[config.mk]
export PLATFORM = sky130hd
export DESIGN_NAME = gf8_pack_helper
export DESIGN_NICKNAME = d
export VERILOG_FILES = /design/src/rtl/gf8_helper_pkg.sv /design/src/rtl/gf8_xtime_lane.sv /design/src/rtl/gf8_xtime_word.sv /design/src/rtl/gf8_row_select.sv /design/src/rtl/gf8_pack_helper.sv
export SDC_FILE = /design/constraint.sdc
export NUM_CORES = 1
export LEC_CHECK = 0
export BUFFER_PORTS_ARGS = -buffer_cell sky130_fd_sc_hd__buf_2
export CAP_MARGIN = 20
export CORE_MARGIN = 5
export CORE_UTILIZATION = 29
export CTS_BUF_LIST = sky130_fd_sc_hd__clkbuf_16
export CTS_CLUSTER_DIAMETER = 30
export DETAILED_ROUTE_END_ITERATION = 10
export PLACE_DENSITY_LB_ADDON = 0.08
export SYNTH_ARGS = -nofsm -noshare
export SYNTH_HDL_FRONTEND = slang
export SYNTH_SLANG_ARGS = --single-unit
[constraint.sdc]
create_clock -name clk -period 0.9 [get_ports clk]
set_input_delay 0.045 -clock clk [delete_from_list [all_inputs] [get_ports clk]]
set_output_delay 0.045 -clock clk [all_outputs]
set_load 0.01 [all_outputs]
[src/rtl/gf8_helper_pkg.sv]
// Package: shared sizes and opcode encoding for the packed GF(2^8) helper.
// Assumes: bytes are 8 bits wide and a word holds LANES_DEF bytes.
package gf8_helper_pkg;

    localparam int unsigned BYTE_W    = 8;
    localparam int unsigned LANES_DEF = 4;

    // Opcode encoding seen on op_i.
    typedef enum logic [1:0] {
        OP_HOLD0  = 2'b00,
        OP_DOUBLE = 2'b01,
        OP_ROW    = 2'b10,
        OP_HOLD3  = 2'b11
    } gf8_op_e;

endpackage

[src/rtl/gf8_xtime_lane.sv]
// Module: one byte lane of the doubling operation.
// Computes (in << 1) XOR (in[MSB] ? rem : 0), truncated to the lane width.
// Assumes: rem holds the low coefficients of the field polynomial.
module gf8_xtime_lane #(
    parameter int unsigned W = 8
) (
    input  logic [W-1:0] lane_i,
    input  logic [W-1:0] rem_i,
    output logic [W-1:0] lane_o
);

    logic         carry_out;
    logic [W-1:0] shifted;
    logic [W-1:0] reduce;

    // Split the lane into the bit that leaves and the shifted remainder.
    always_comb begin
        carry_out = lane_i[W-1];
        shifted   = {lane_i[W-2:0], 1'b0};
    end

    // Fold the polynomial remainder back in when a bit overflowed.
    always_comb begin
        reduce = carry_out ? rem_i : '0;
        lane_o = shifted ^ reduce;
    end

endmodule

[src/rtl/gf8_xtime_word.sv]
// Module: doubling of every byte of a packed word in parallel.
// One gf8_xtime_lane per byte; no bit moves between lanes.
// Assumes: the word width is LANES * W.
module gf8_xtime_word #(
    parameter int unsigned W     = 8,
    parameter int unsigned LANES = 4,
    localparam int unsigned WORD_W = W * LANES
) (
    input  logic [WORD_W-1:0] word_i,
    input  logic [W-1:0]      rem_i,
    output logic [WORD_W-1:0] word_o
);

    // Replicate a lane per byte position.
    for (genvar g = 0; g < LANES; g++) begin : g_lane
        gf8_xtime_lane #(.W(W)) u_lane (
            .lane_i (word_i[g*W +: W]),
            .rem_i  (rem_i),
            .lane_o (word_o[g*W +: W])
        );
    end

endmodule

[src/rtl/gf8_row_select.sv]
// Module: gated XOR of the bytes of two packed words into one byte.
// Mask bit k gates byte k of word B; mask bit k+LANES gates byte k of word A.
// Assumes: the mask is 2*LANES bits wide.
module gf8_row_select #(
    parameter int unsigned W     = 8,
    parameter int unsigned LANES = 4,
    localparam int unsigned WORD_W = W * LANES,
    localparam int unsigned MASK_W = 2 * LANES
) (
    input  logic [WORD_W-1:0] word_a_i,
    input  logic [WORD_W-1:0] word_b_i,
    input  logic [MASK_W-1:0] mask_i,
    output logic [W-1:0]      sum_o
);

    logic [W-1:0] term_a [LANES];
    logic [W-1:0] term_b [LANES];

    // Gate each byte of both words by its own mask bit.
    for (genvar g = 0; g < LANES; g++) begin : g_gate
        assign term_b[g] = mask_i[g]         ? word_b_i[g*W +: W] : '0;
        assign term_a[g] = mask_i[g + LANES] ? word_a_i[g*W +: W] : '0;
    end

    // Reduce all gated terms by exclusive-or.
    always_comb begin
        sum_o = '0;
        for (int k = 0; k < int'(LANES); k++) begin
            sum_o = sum_o ^ term_a[k] ^ term_b[k];
        end
    end

endmodule

[src/rtl/gf8_pack_helper.sv]
// Module: top of the packed GF(2^8) helper.
// Decodes the opcode, computes both operations combinationally and captures
// the selected result in its own output register one edge later.
// Assumes: synchronous active-low reset; op values 00 and 11 mean hold.
module gf8_pack_helper
    import gf8_helper_pkg::*;
#(
    parameter int unsigned LANES = LANES_DEF,
    localparam int unsigned WORD_W = BYTE_W * LANES,
    localparam int unsigned MASK_W = 2 * LANES
) (
    input  logic              clk,
    input  logic              rst_n,
    input  logic [1:0]        op_i,
    input  logic [WORD_W-1:0] word_a_i,
    input  logic [WORD_W-1:0] word_b_i,
    input  logic [BYTE_W-1:0] poly_rem_i,
    input  logic [MASK_W-1:0] sel_mask_i,
    output logic [WORD_W-1:0] word_o,
    output logic [BYTE_W-1:0] byte_o
);

    logic              do_double;
    logic              do_row;
    logic [WORD_W-1:0] dbl_next;
    logic [BYTE_W-1:0] row_next;

    // Decode the opcode into one enable per result register.
    always_comb begin
        do_double = (op_i == OP_DOUBLE);
        do_row    = (op_i == OP_ROW);
    end

    gf8_xtime_word #(.W(BYTE_W), .LANES(LANES)) u_double (
        .word_i (word_a_i),
        .rem_i  (poly_rem_i),
        .word_o (dbl_next)
    );

    gf8_row_select #(.W(BYTE_W), .LANES(LANES)) u_row (
        .word_a_i (word_a_i),
        .word_b_i (word_b_i),
        .mask_i   (sel_mask_i),
        .sum_o    (row_next)
    );

    // Word result register: loads only on a double operation.
    always_ff @(posedge clk) begin
        if (!rst_n) begin
            word_o <= '0;
        end else if (do_double) begin
            word_o <= dbl_next;
        end
    end

    // Byte result register: loads only on a row combine.
    always_ff @(posedge clk) begin
        if (!rst_n) begin
            byte_o <= '0;
        end else if (do_row) begin
            byte_o <= row_next;
        end
    end

    // reset clears both result registers.
    a_r1_reset_clears: assert property (@(posedge clk)
        !rst_n |=> (word_o == '0 && byte_o == '0));

    // with a zero remainder, bit 0 of every result byte is zero.
    for (genvar g = 0; g < LANES; g++) begin : g_chk
        a_r3_no_cross_lane: assert property (@(posedge clk) disable iff (!rst_n)
            (op_i == OP_DOUBLE && poly_rem_i == '0) |=> (word_o[g*BYTE_W] == 1'b0));
    end

    // an empty mask yields a zero byte.
    a_r6_empty_mask: assert property (@(posedge clk) disable iff (!rst_n)
        (op_i == OP_ROW && sel_mask_i == '0) |=> (byte_o == '0));

    // each operation leaves the other result untouched.
    a_r7_row_keeps_word: assert property (@(posedge clk) disable iff (!rst_n)
        (op_i == OP_ROW) |=> $stable(word_o));
    a_r7_double_keeps_byte: assert property (@(posedge clk) disable iff (!rst_n)
        (op_i == OP_DOUBLE) |=> $stable(byte_o));

    // hold opcodes change nothing.
    a_r8_hold_codes: assert property (@(posedge clk) disable iff (!rst_n)
        (op_i == OP_HOLD0 || op_i == OP_HOLD3) |=> ($stable(word_o) && $stable(byte_o)));

    // doubling a zero word gives zero whatever the remainder.
    a_r2_zero_word: assert property (@(posedge clk) disable iff (!rst_n)
        (op_i == OP_DOUBLE && word_a_i == '0) |=> (word_o == '0));

endmodule

After elaboration in Yosys (flattened, before gate mapping):

Index checks and enable logic that the tools add are counted.

* bits in registers: 40
* output and inout port bits: 40
* word-level logic and storage cells: 27

* equal/unequal tests: 2
* multiplexer cells: 12
* bitwise logic cells: 11

Operators with widths (number)
* $mux W8: 12
* $xor A8 B8 Y8: 11
* $eq A2 B1 Y1 const B: 1
* $eq A2 B2 Y1 const B: 1

Longest topological paths before layout:

Gate-level depths: netlist of the first run.

* word-level depth: 8
* depth in mapped cells: 6

Cells and area by module:

A second synthesis of the first run with hierarchy kept.

* cells, all modules: 364
* area total of the unflattened synthesis: 2912.8 um2

By module, submodules not included
* gf8_pack_helper: instances 1, cells an instance 176, area each 1651.6 um2, seq. area each 800.8 um2
* gf8_row_select: instances 1, cells an instance 128, area each 880.8 um2, seq. area each 0.0 um2
* gf8_xtime_lane: instances 4, cells an instance 15, area each 95.1 um2, seq. area each 0.0 um2

Worst setup path after synthesis of the first run:

Ideal clock, no wire load.

* path type: input -> register
* start point: input port sel_mask_i[1]
* end point: register byte_o[5]
* library setup time: 0.132 ns
* arrival time: 0.769 ns
* required time: 0.768 ns
* path slack: -0.001 ns
* cell stages on the path: 6
* cell sequence: buf_2 nand2_1 xnor2_1 xnor2_1 xnor2_1 a21oi_1

* word-level cells in the longest chain between the ends: 6

Ends and longest elaborated chain
* start: declaration: line gf8_pack_helper.sv:18 `input logic [MASK_W-1:0] sel_mask_i,`
* $mux W8: line gf8_row_select.sv:21 `assign term_b[g] = mask_i[g] ? word_b_i[g*W +: W] : '0;`
* $xor A8 B8 Y8 (5 in series): line gf8_row_select.sv:29 `sum_o = sum_o ^ term_a[k] ^ term_b[k];`
* end signal: assignment: line gf8_pack_helper.sv:61 `byte_o <= row_next;`
* end: declaration: line gf8_pack_helper.sv:20 `output logic [BYTE_W-1:0] byte_o`

No other way between the ends.
A chain may end at the register's enable or synchronous reset.

Worst setup path in the final report of the first run:

* start point: register byte_o[0]
* end point: output port byte_o[0]

No word-level cell between the ends.

==> results of run 1 <==
[cell type report]
| type | count | area (µm²) |
|---|---|---|
| fillers | 942 | 4840 |
| multi-input cells | 263 | 1690 |
| repair buffers | 171 | 1040 |
| flip-flops and latches | 40 | 801 |
| well taps | 108 | 135 |
| clock buffers | 5 | 125 |
| clock inverters | 3 | 42.5 |
[layer usage]
metal  wire (µm)  GRT usage [%]  part of all wire (%)
met1        4090           21.0                    45
met4          67           3.33                  0.74
met3         521           4.66                   5.7
met2        4430           27.0                    49
met5           0              0                     0
[where the power goes]
group,switching [mW],internal (mW),leakage (nW),total (mW)
Sequential,0.0679,1.90,0.330,1.97
Combinational,0.809,0.860,1.69,1.67
Clock,0.728,1.30,0.0814,2.03
[worst paths after layout]
kind | end | slack, ns | cells past startpoint
worst max-delay path | byte_o[0] | 0.04 | 1
worst min register to register | word_o[16] | 0.47 | 2
worst max register to register | byte_o[5] | 0.21 | 2
worst min-delay path | word_o[0] | 0.07 | 3
[placed cells by master, fill, tap and decap left out, drive strengths merged]
master | netlist | routed
buf | 20 | 168
nand2 | 124 | 124
xor2 | 44 | 44
dfxtp | 40 | 40
xnor2 | 40 | 40
o211a | 28 | 28
o21ai | 8 | 8
a21oi | 8 | 8
clkbuf | 4 | 8
nand3 | 4 | 4
a21boi | 4 | 4
nor2b | 2 | 2
clkinv | 0 | 2
nand2b | 1 | 1
bufinv | 0 | 1
[cell families after synthesis]
group                     Yosys count  synth area share (%)
AOI/OAI and AO/OA                  48                  15.2
xor gates and xnor gates           84                  28.7
and+or+nand+nor                   131                  19.7
DFF                                40                  31.3
buffers and inverters              24                  5.08
[what timing repair did]
item                       CTS  global route
pin swaps                    1             5
resized for setup            2            16
setup endpoints to repair    2             5
gates cloned                 0             0
[registers in the layout, summed over array words and instances (netlist names)]
name / count
byte_o: 8
word_o: 32
[stage by stage]
step	util (%)	area, µm²	hold WS (ns)
after CTS	43.6	3780	0.0597
after detailed placement	41.5	3600	0.359
after global placement	41.5	3600	0.350
final	44.3	3840	0.0658
after global routing	44.3	3840	0.0823
after floorplan	-	2560	0.203
==> results.yml, run 1 <==
outcome:
  status: "completed"
layout:
  area_growth_pct: 50.0
  nets: 565
  layout.cells.non_filler: 590
  antennaDiodeCount: 0
  drive_gt1_share_pct: 38.8
sta:
  max_freq_ghz: 1.17
  setup_slack_ns: 0.0430
  finalSetupViolCount: 0
  rsz0062_at_grt: "false"
  post-route-period-util_pct: 95.2
  fin_crit_ns: 0.857
  fin_tns_setup_ns: 0
  drv_slew: 0
  worstMarginPinSlew_ns: 0.284
  fin_worst_skew_ns: 0
  relSlewSlack_pct: 80.9
  hold_viol: 0
critical_path:
  crit_type: "reg2out"
  cp_top_family: "flip-flops"
  cp_data_required_time_ns: 0.85
  worstSetupStartpoint: "byte_o[0]"
  worstPathArrival_ns: 0.81
  startpoint_type: "flop"
  max_stage_delay_ns: 0.37
  cp_slowest_cell: "dfxtp_1"
  end_kind: "primary output"
  crit_buf_inv: 1
  r2r_start: "byte_o[5]"
  path_cells: "buf_2"
  critPathMaxFanout: 2
placement:
  dp_cells: 582
  pre_cts_slack_ns: -0.347
  hpwl_um: 7500
  portBuffers: 123
  finalWeightedCongestion: 0.814
synth:
  synth.distinct_cells: 14
  avgSynthCellArea_um2: 7.83
  yosysWarningCount: 0
  synth_top_area_share_pct: 31.3
  ys_top_cells_by_area: "dfxtp_1 (31%), nand2_1 (18%), xor2_1 (15%)"
  synthTopCellsByCount: "nand2_1 (124), xor2_1 (44), dfxtp_1 (40), xnor2_1 (40), o211a_1 (28)"
  yosysSeqAreaShare_pct: 31.3
  netlist.top_cell.by_area: "dfxtp_1"
  syn_inst: 327
  post_synth_instance_area_um2: 2560
  syn_nets: 411
  synthArstFlopShare_pct: 0
  synth.most_common_cell: "nand2_1"
  synth_edf_count: 0
  ys_ff_latch: 40
  synth-main-ff-cell: "dfxtp_1"
detailed_routing:
  first_iter_violations: 70
  viasPerCell: 4.41
  drt_pre_antenna_iters: 4
  routedWlPerCell_um: 15.4
  route.detailed.drc: 0
  finalWirelength_um: 9110
  final_antenna_net_count: 0
  via_count: 2601
power:
  total_power_mw: 5.67
  power.density_nw_per_um2: 1480
  vdd_drop_max_uv: 1010
  leakage_nw: 2.10
clocking:
  numCtsBuffers: 5
  cts_tree: "yes"
  root_buffer: "clkbuf_16"
  cts_hold_buf: 0
  clk_latency_ns: 0.28
  clockBufferDepth: 2
  clk_pin_slew_ns: 0.06
  cts_sinks: 40
  htree_levels: 2
  post_cts_buffers: 0
floorplanning:
  die_height_um: 104
  die_w_um: 104
  initial_utilization_pct: 29.5
  rows: 34
  io_pins: 124
  die-area_um2: 10800
  coreArea_um2: 8680
run:
  max-cap-violations: 0
global_route:
  grt.total_usage_pct: 16.3
  antenna_found_initial: 0
  grt_first_pass_wirelength_um: 14200
  overflow: 0
  first_global_vias: 2719
  grt_max_degree: 47
min_path:
  min-delay-start: "poly_rem_i[0]"
  hp-class: "in2reg"
No activity file was read; power rests on OpenSTA's default activity.
==> inputs of run 2 (changes only) <==
SETUP_SLACK_MARGIN = 0.1   (was default)
TNS_END_PERCENT = 100   (was default)
==> run 2 against run 1 <==
Against the previous run: worst hold slack got worse by 0.0011 ns; non-clock buffer count decreased by 4; cell count decreased by 0.68%; clock power decreased by 16%; cell area increased by 8.4%; count of clock-buffer cells in the layout unchanged; largest power group is now registers; highest routed layer unchanged.
==> results.yml, run 2 (synthesis results as in run 1) <==
outcome:
  status: "completed"
critical_path:
  cp_slowest_cell: "dfxtp_1"
  crit_type: "reg2out"
  cp_top_family: "flip-flops"
  crit_buf_inv: 1
  end_kind: "primary output"
  startpoint_type: "flop"
  critPathMaxFanout: 2
  cp_data_required_time_ns: 0.85
  max_stage_delay_ns: 0.35
  worstPathArrival_ns: 0.74
  path_cells: "buf_6"
clocking:
  clk_pin_slew_ns: 0.06
  numCtsBuffers: 5
  clockBufferDepth: 2
  root_buffer: "clkbuf_16"
  cts_hold_buf: 0
  cts_tree: "yes"
  htree_levels: 2
  clk_latency_ns: 0.27
  cts_sinks: 40
placement:
  finalWeightedCongestion: 0.804
  hpwl_um: 7160
  portBuffers: 123
  dp_cells: 578
  placed_area_um2: 3630
power:
  total_power_mw: 5.57
  power.density_nw_per_um2: 1340
  vdd_drop_max_uv: 694
  leakage_nw: 2.19
floorplanning:
  initial_utilization_pct: 29.5
  die_w_um: 104
  die-area_um2: 10800
  io_pins: 124
  die_height_um: 104
  rows: 34
  coreArea_um2: 8680
layout:
  fin_area_um2: 4160
  multi_input_area_um2: 1860
  layout.cells.non_filler: 586
  final_util_pct: 48.0
  final_cell_mix: "buf_2 (95), nand2_1 (94), dfxtp_2 (39), buf_4 (39), xor2_1 (38)"
  n_fill_cell: 902
  largestRegisters: "word_o: 32 flops, byte_o: 8 flops"
  drive_gt1_share_pct: 54.6
  max_flop_register: "word_o"
  nets: 561
  largest_reg_flops: 32
  area_growth_pct: 62.6
  seqCellArea_um2: 850
  layout_commonest_cell: "buf_2"
  antennaDiodeCount: 0
detailed_routing:
  routedWlPerCell_um: 15.4
  route.detailed.drc: 0
  finalWirelength_um: 9040
  first_iter_violations: 56
  final_antenna_net_count: 0
  viasPerCell: 4.45
  via_count: 2609
  drt_pre_antenna_iters: 4
global_route:
  grt_first_pass_wirelength_um: 14000
  antenna_found_initial: 0
  grt.total_usage_pct: 16.1
  overflow: 0
  grt_max_degree: 41
  first_global_vias: 2676
sta:
  hold_viol: 0
  finalSetupViolCount: 0
  worstMarginPinSlew_ns: 0.306
  fin_tns_setup_ns: 0
  drv_slew: 0
  max_freq_ghz: 1.27
  post-route-period-util_pct: 87.3
  rsz0062_at_grt: "true"
  fin_crit_ns: 0.786
  relSlewSlack_pct: 79.5
  fin_worst_skew_ns: 0
run:
  max-cap-violations: 0
min_path:
  hp-class: "in2reg"
==> run 2: cell types whose count changed in the layout (fill, tap and decap cells not counted), sizes merged <==
| cell | change |
|---|---|
| bufinv | -1 |
| inv | +2 |
| clkinv | -1 |
| buf | -1 |
| clkbuf | -3 |
==> run 2: final cells by class <==
class                      instances  share of cell area [%]
tap                              108                    3.25
timing repair buffer             167                    28.5
clock inverter                     3                   0.270
sequential                        40                    20.4
multi-input combinational        263                    44.6
clock buffer                       5                    3.00
==> run 2: layer usage <==
layer / vias to the layer above / GRT usage, % / share of wire (%)
li1: 1336 / - / -
met1: 1197 / 21.4 / 46
met2: 70 / 26.6 / 48
met3: 6 / 4.16 / 4.6
met4: 0 / 2.87 / 0.76
met5: - / 0 / 0
==> run 2: path summary, 6_finish.rpt <==
kind                       from    endpoint  slack, ns  cells past startpoint
setup / recovery     word_o[18]  word_o[18]       0.11                      1
hold / removal    poly_rem_i[0]  word_o[16]       0.06                      3
setup reg to reg      word_o[6]   word_o[6]       0.23                      1
hold reg to reg      word_o[24]  word_o[24]       0.46                      2
==> run 2: power by group <==
group          switching (mW)  internal [mW]  leakage [nW]
registers              0.0802           1.92         0.344
logic                   0.867           1.00          1.77
clock network           0.702          0.998        0.0738
==> run 2: tightest hold or removal path: cells and delay by family <==
kind | cells | cell delay [ns]
AO/OA/AOI/OAI | 1 | 0.07
buffers and inverters | 1 | 0.13
AND/OR/NAND/NOR | 1 | 0.06
==> run 2: stage by stage <==
| stage | hold WS [ns] | setup WS [ns] |
|---|---|---|
| after floorplan | 0.203 | 0.0637 |
| after global placement | 0.355 | -0.367 |
| after detailed placement | 0.361 | -0.355 |
| after CTS | 0.0682 | 0.0676 |
| after global routing | 0.0765 | 0.0913 |
| final | 0.0647 | 0.114 |
==> run 2: repair_timing <==
action / CTS / global route
setup buffers: 0 / 0
pin swaps: 4 / 18
resized for setup: 35 / 68
gates cloned: 0 / 0
setup endpoints to repair: 20 / 42
==> inputs of run 3 (changes only) <==
CTS_BUF_LIST = sky130_fd_sc_hd__clkbuf_2 sky130_fd_sc_hd__clkbuf_4 sky130_fd_sc_hd__clkbuf_8   (was sky130_fd_sc_hd__clkbuf_16)
==> run 3 against run 2 <==
Against the previous run: first-iteration DRC count rose by 50%; via count decreased by 0.11%; wire length is 0.61% higher; die area unchanged; critical path depth unchanged.
==> results.yml, run 3 (synthesis results as in run 1) <==
sta:
  rsz0062_at_grt: "true"
  holdWs_ns: 0.0525
  hold_viol: 0
  fin_worst_skew_ns: 0
  worstMarginPinSlew_ns: 0.303
  post-route-period-util_pct: 89.3
  fin_crit_ns: 0.803
  max_freq_ghz: 1.24
  finalSetupViolCount: 0
  relSlewSlack_pct: 79.7
  drv_slew: 0
placement:
  dp_cells: 578
  finalWeightedCongestion: 0.804
  portBuffers: 123
  hpwl_um: 7160
clocking:
  clockBufferDepth: 2
  cts_sinks: 40
  htree_levels: 2
  cts_hold_buf: 0
  clk_latency_ns: 0.28
  cts_tree: "yes"
  numCtsBuffers: 5
  clk_pin_slew_ns: 0.08
  root_buffer: "clkbuf_8"
outcome:
  status: "completed"
layout:
  area_growth_pct: 64.9
  final_cell_mix: "nand2_1 (96), buf_2 (75), buf_4 (43), buf_6 (43), dfxtp_2 (40)"
  largest_reg_flops: 32
  drive_gt1_share_pct: 54.8
  antennaDiodeCount: 0
  largestRegisters: "word_o: 32 flops, byte_o: 8 flops"
  layout.cells.non_filler: 586
  max_flop_register: "word_o"
  nets: 561
  layout_commonest_cell: "nand2_1"
critical_path:
  end_kind: "primary output"
  cp_data_required_time_ns: 0.85
  crit_buf_inv: 1
  path_cells: "buf_6"
  worstSetupStartpoint: "byte_o[2]"
  r2r_start: "word_o[6]"
  cp-endpoint: "byte_o[2]"
  max_stage_delay_ns: 0.37
  critPathMaxFanout: 2
  reg2reg_to: "word_o[6]"
  crit_type: "reg2out"
  startpoint_type: "flop"
  r2r_cells: 1
  cp_slowest_cell: "dfxtp_2"
  cp_top_family: "flip-flops"
  rrSetupSlack_ns: 0.22
  worstPathArrival_ns: 0.76
  path_depth: 1
floorplanning:
  die-area_um2: 10800
  die_w_um: 104
  rows: 34
  io_pins: 124
  coreArea_um2: 8680
  die_height_um: 104
  initial_utilization_pct: 29.5
global_route:
  grt_most_used_layer: "met2"
  antenna_found_initial: 0
  grt_max_degree: 41
  overflow: 0
  grt.total_usage_pct: 16.2
  grt_first_pass_wirelength_um: 14100
  grt_use_met2_pct: 26.7
  first_global_vias: 2706
  globalRouteMet3Util_pct: 3.79
  grtUsageMet1_pct: 21.8
run:
  max-cap-violations: 0
power:
  power.internal_mw: 3.67
  total_power_mw: 5.28
  p_seq_share_pct: 38.2
  power.density_nw_per_um2: 1250
  vdd_drop_max_uv: 593
  p_sw_share_pct: 30.5
  clock_power_share_pct: 25.4
  pwr-share-comb_pct: 36.5
  leakage_nw: 2.18
  switchingPower_mw: 1.61
detailed_routing:
  final_antenna_net_count: 0
  drt_pre_antenna_iters: 4
  route.detailed.drc: 0
  finalWirelength_um: 9090
  via_count: 2606
  first_iter_violations: 84
  viasPerCell: 4.45
  routedWlPerCell_um: 15.5
min_path:
  hold-path-cell-count: 3
  hp-class: "in2reg"
==> run 3: cell types whose count changed in the layout (fill, tap and decap cells not counted), sizes merged <==
cell | previous run | this run
clkinv | 1 | 0
clkbuf | 5 | 8
inv | 2 | 0
==> run 3: layout make-up <==
| class | count | area [µm²] |
|---|---|---|
| clock buffer | 8 | 97.6 |
| fill | 909 | 4450 |
| multi-input combinational | 263 | 1840 |
| sequential | 40 | 851 |
| tap | 108 | 135 |
| timing repair buffer | 167 | 1300 |
==> run 3: per-stage QoR <==
| step | TNS (ns) | instance area, µm² | util [%] | setup WS (ns) |
|---|---|---|---|---|
| floorplan | 0 | 2710 | - | 0.0637 |
| global placement | -2.30 | 3630 | 41.8 | -0.367 |
| detailed placement | -2.30 | 3630 | 41.8 | -0.355 |
| CTS | 0 | 3940 | 45.4 | 0.0834 |
| global route | 0 | 4220 | 48.7 | 0.0684 |
| finish | 0 | 4220 | 48.7 | 0.0966 |
==> run 3: power groups by stage <==
stage	registers (mW)	clock network, mW	logic [mW]
after global placement	2.00	0	1.66
final	2.02	1.34	1.93
after detailed placement	2.00	0	1.66
after floorplan	2.05	0	0.916
after global routing	2.03	1.49	2.10
after CTS	2.00	1.38	1.77
==> run 3: worst min path at each step <==
stage,endpoint,slack [ns],start
6_report,word_o[16],0.05,poly_rem_i[0]
4_1_cts,word_o[16],0.04,poly_rem_i[0]
3_3_place_gp,word_o[0],0.35,poly_rem_i[0]
3_5_place_dp,word_o[16],0.36,poly_rem_i[0]
2_1_floorplan,word_o[0],0.20,poly_rem_i[0]
5_1_grt,word_o[8],0.05,poly_rem_i[0]
==> run 3: repair_timing <==
item                                    CTS  global route
pin swaps                                 4             8
gates cloned                              0             0
endpoints found under the setup margin   43            46
resized for setup                        70            48
buffers inserted                          0             0
==> run 3: per-layer routing <==
| layer | part of all wire (%) | vias up |
|---|---|---|
| met5 | 0 | - |
| met4 | 0.63 | 0 |
| met3 | 4.9 | 6 |
| met2 | 49 | 74 |
| met1 | 46 | 1191 |
| li1 | - | 1335 |
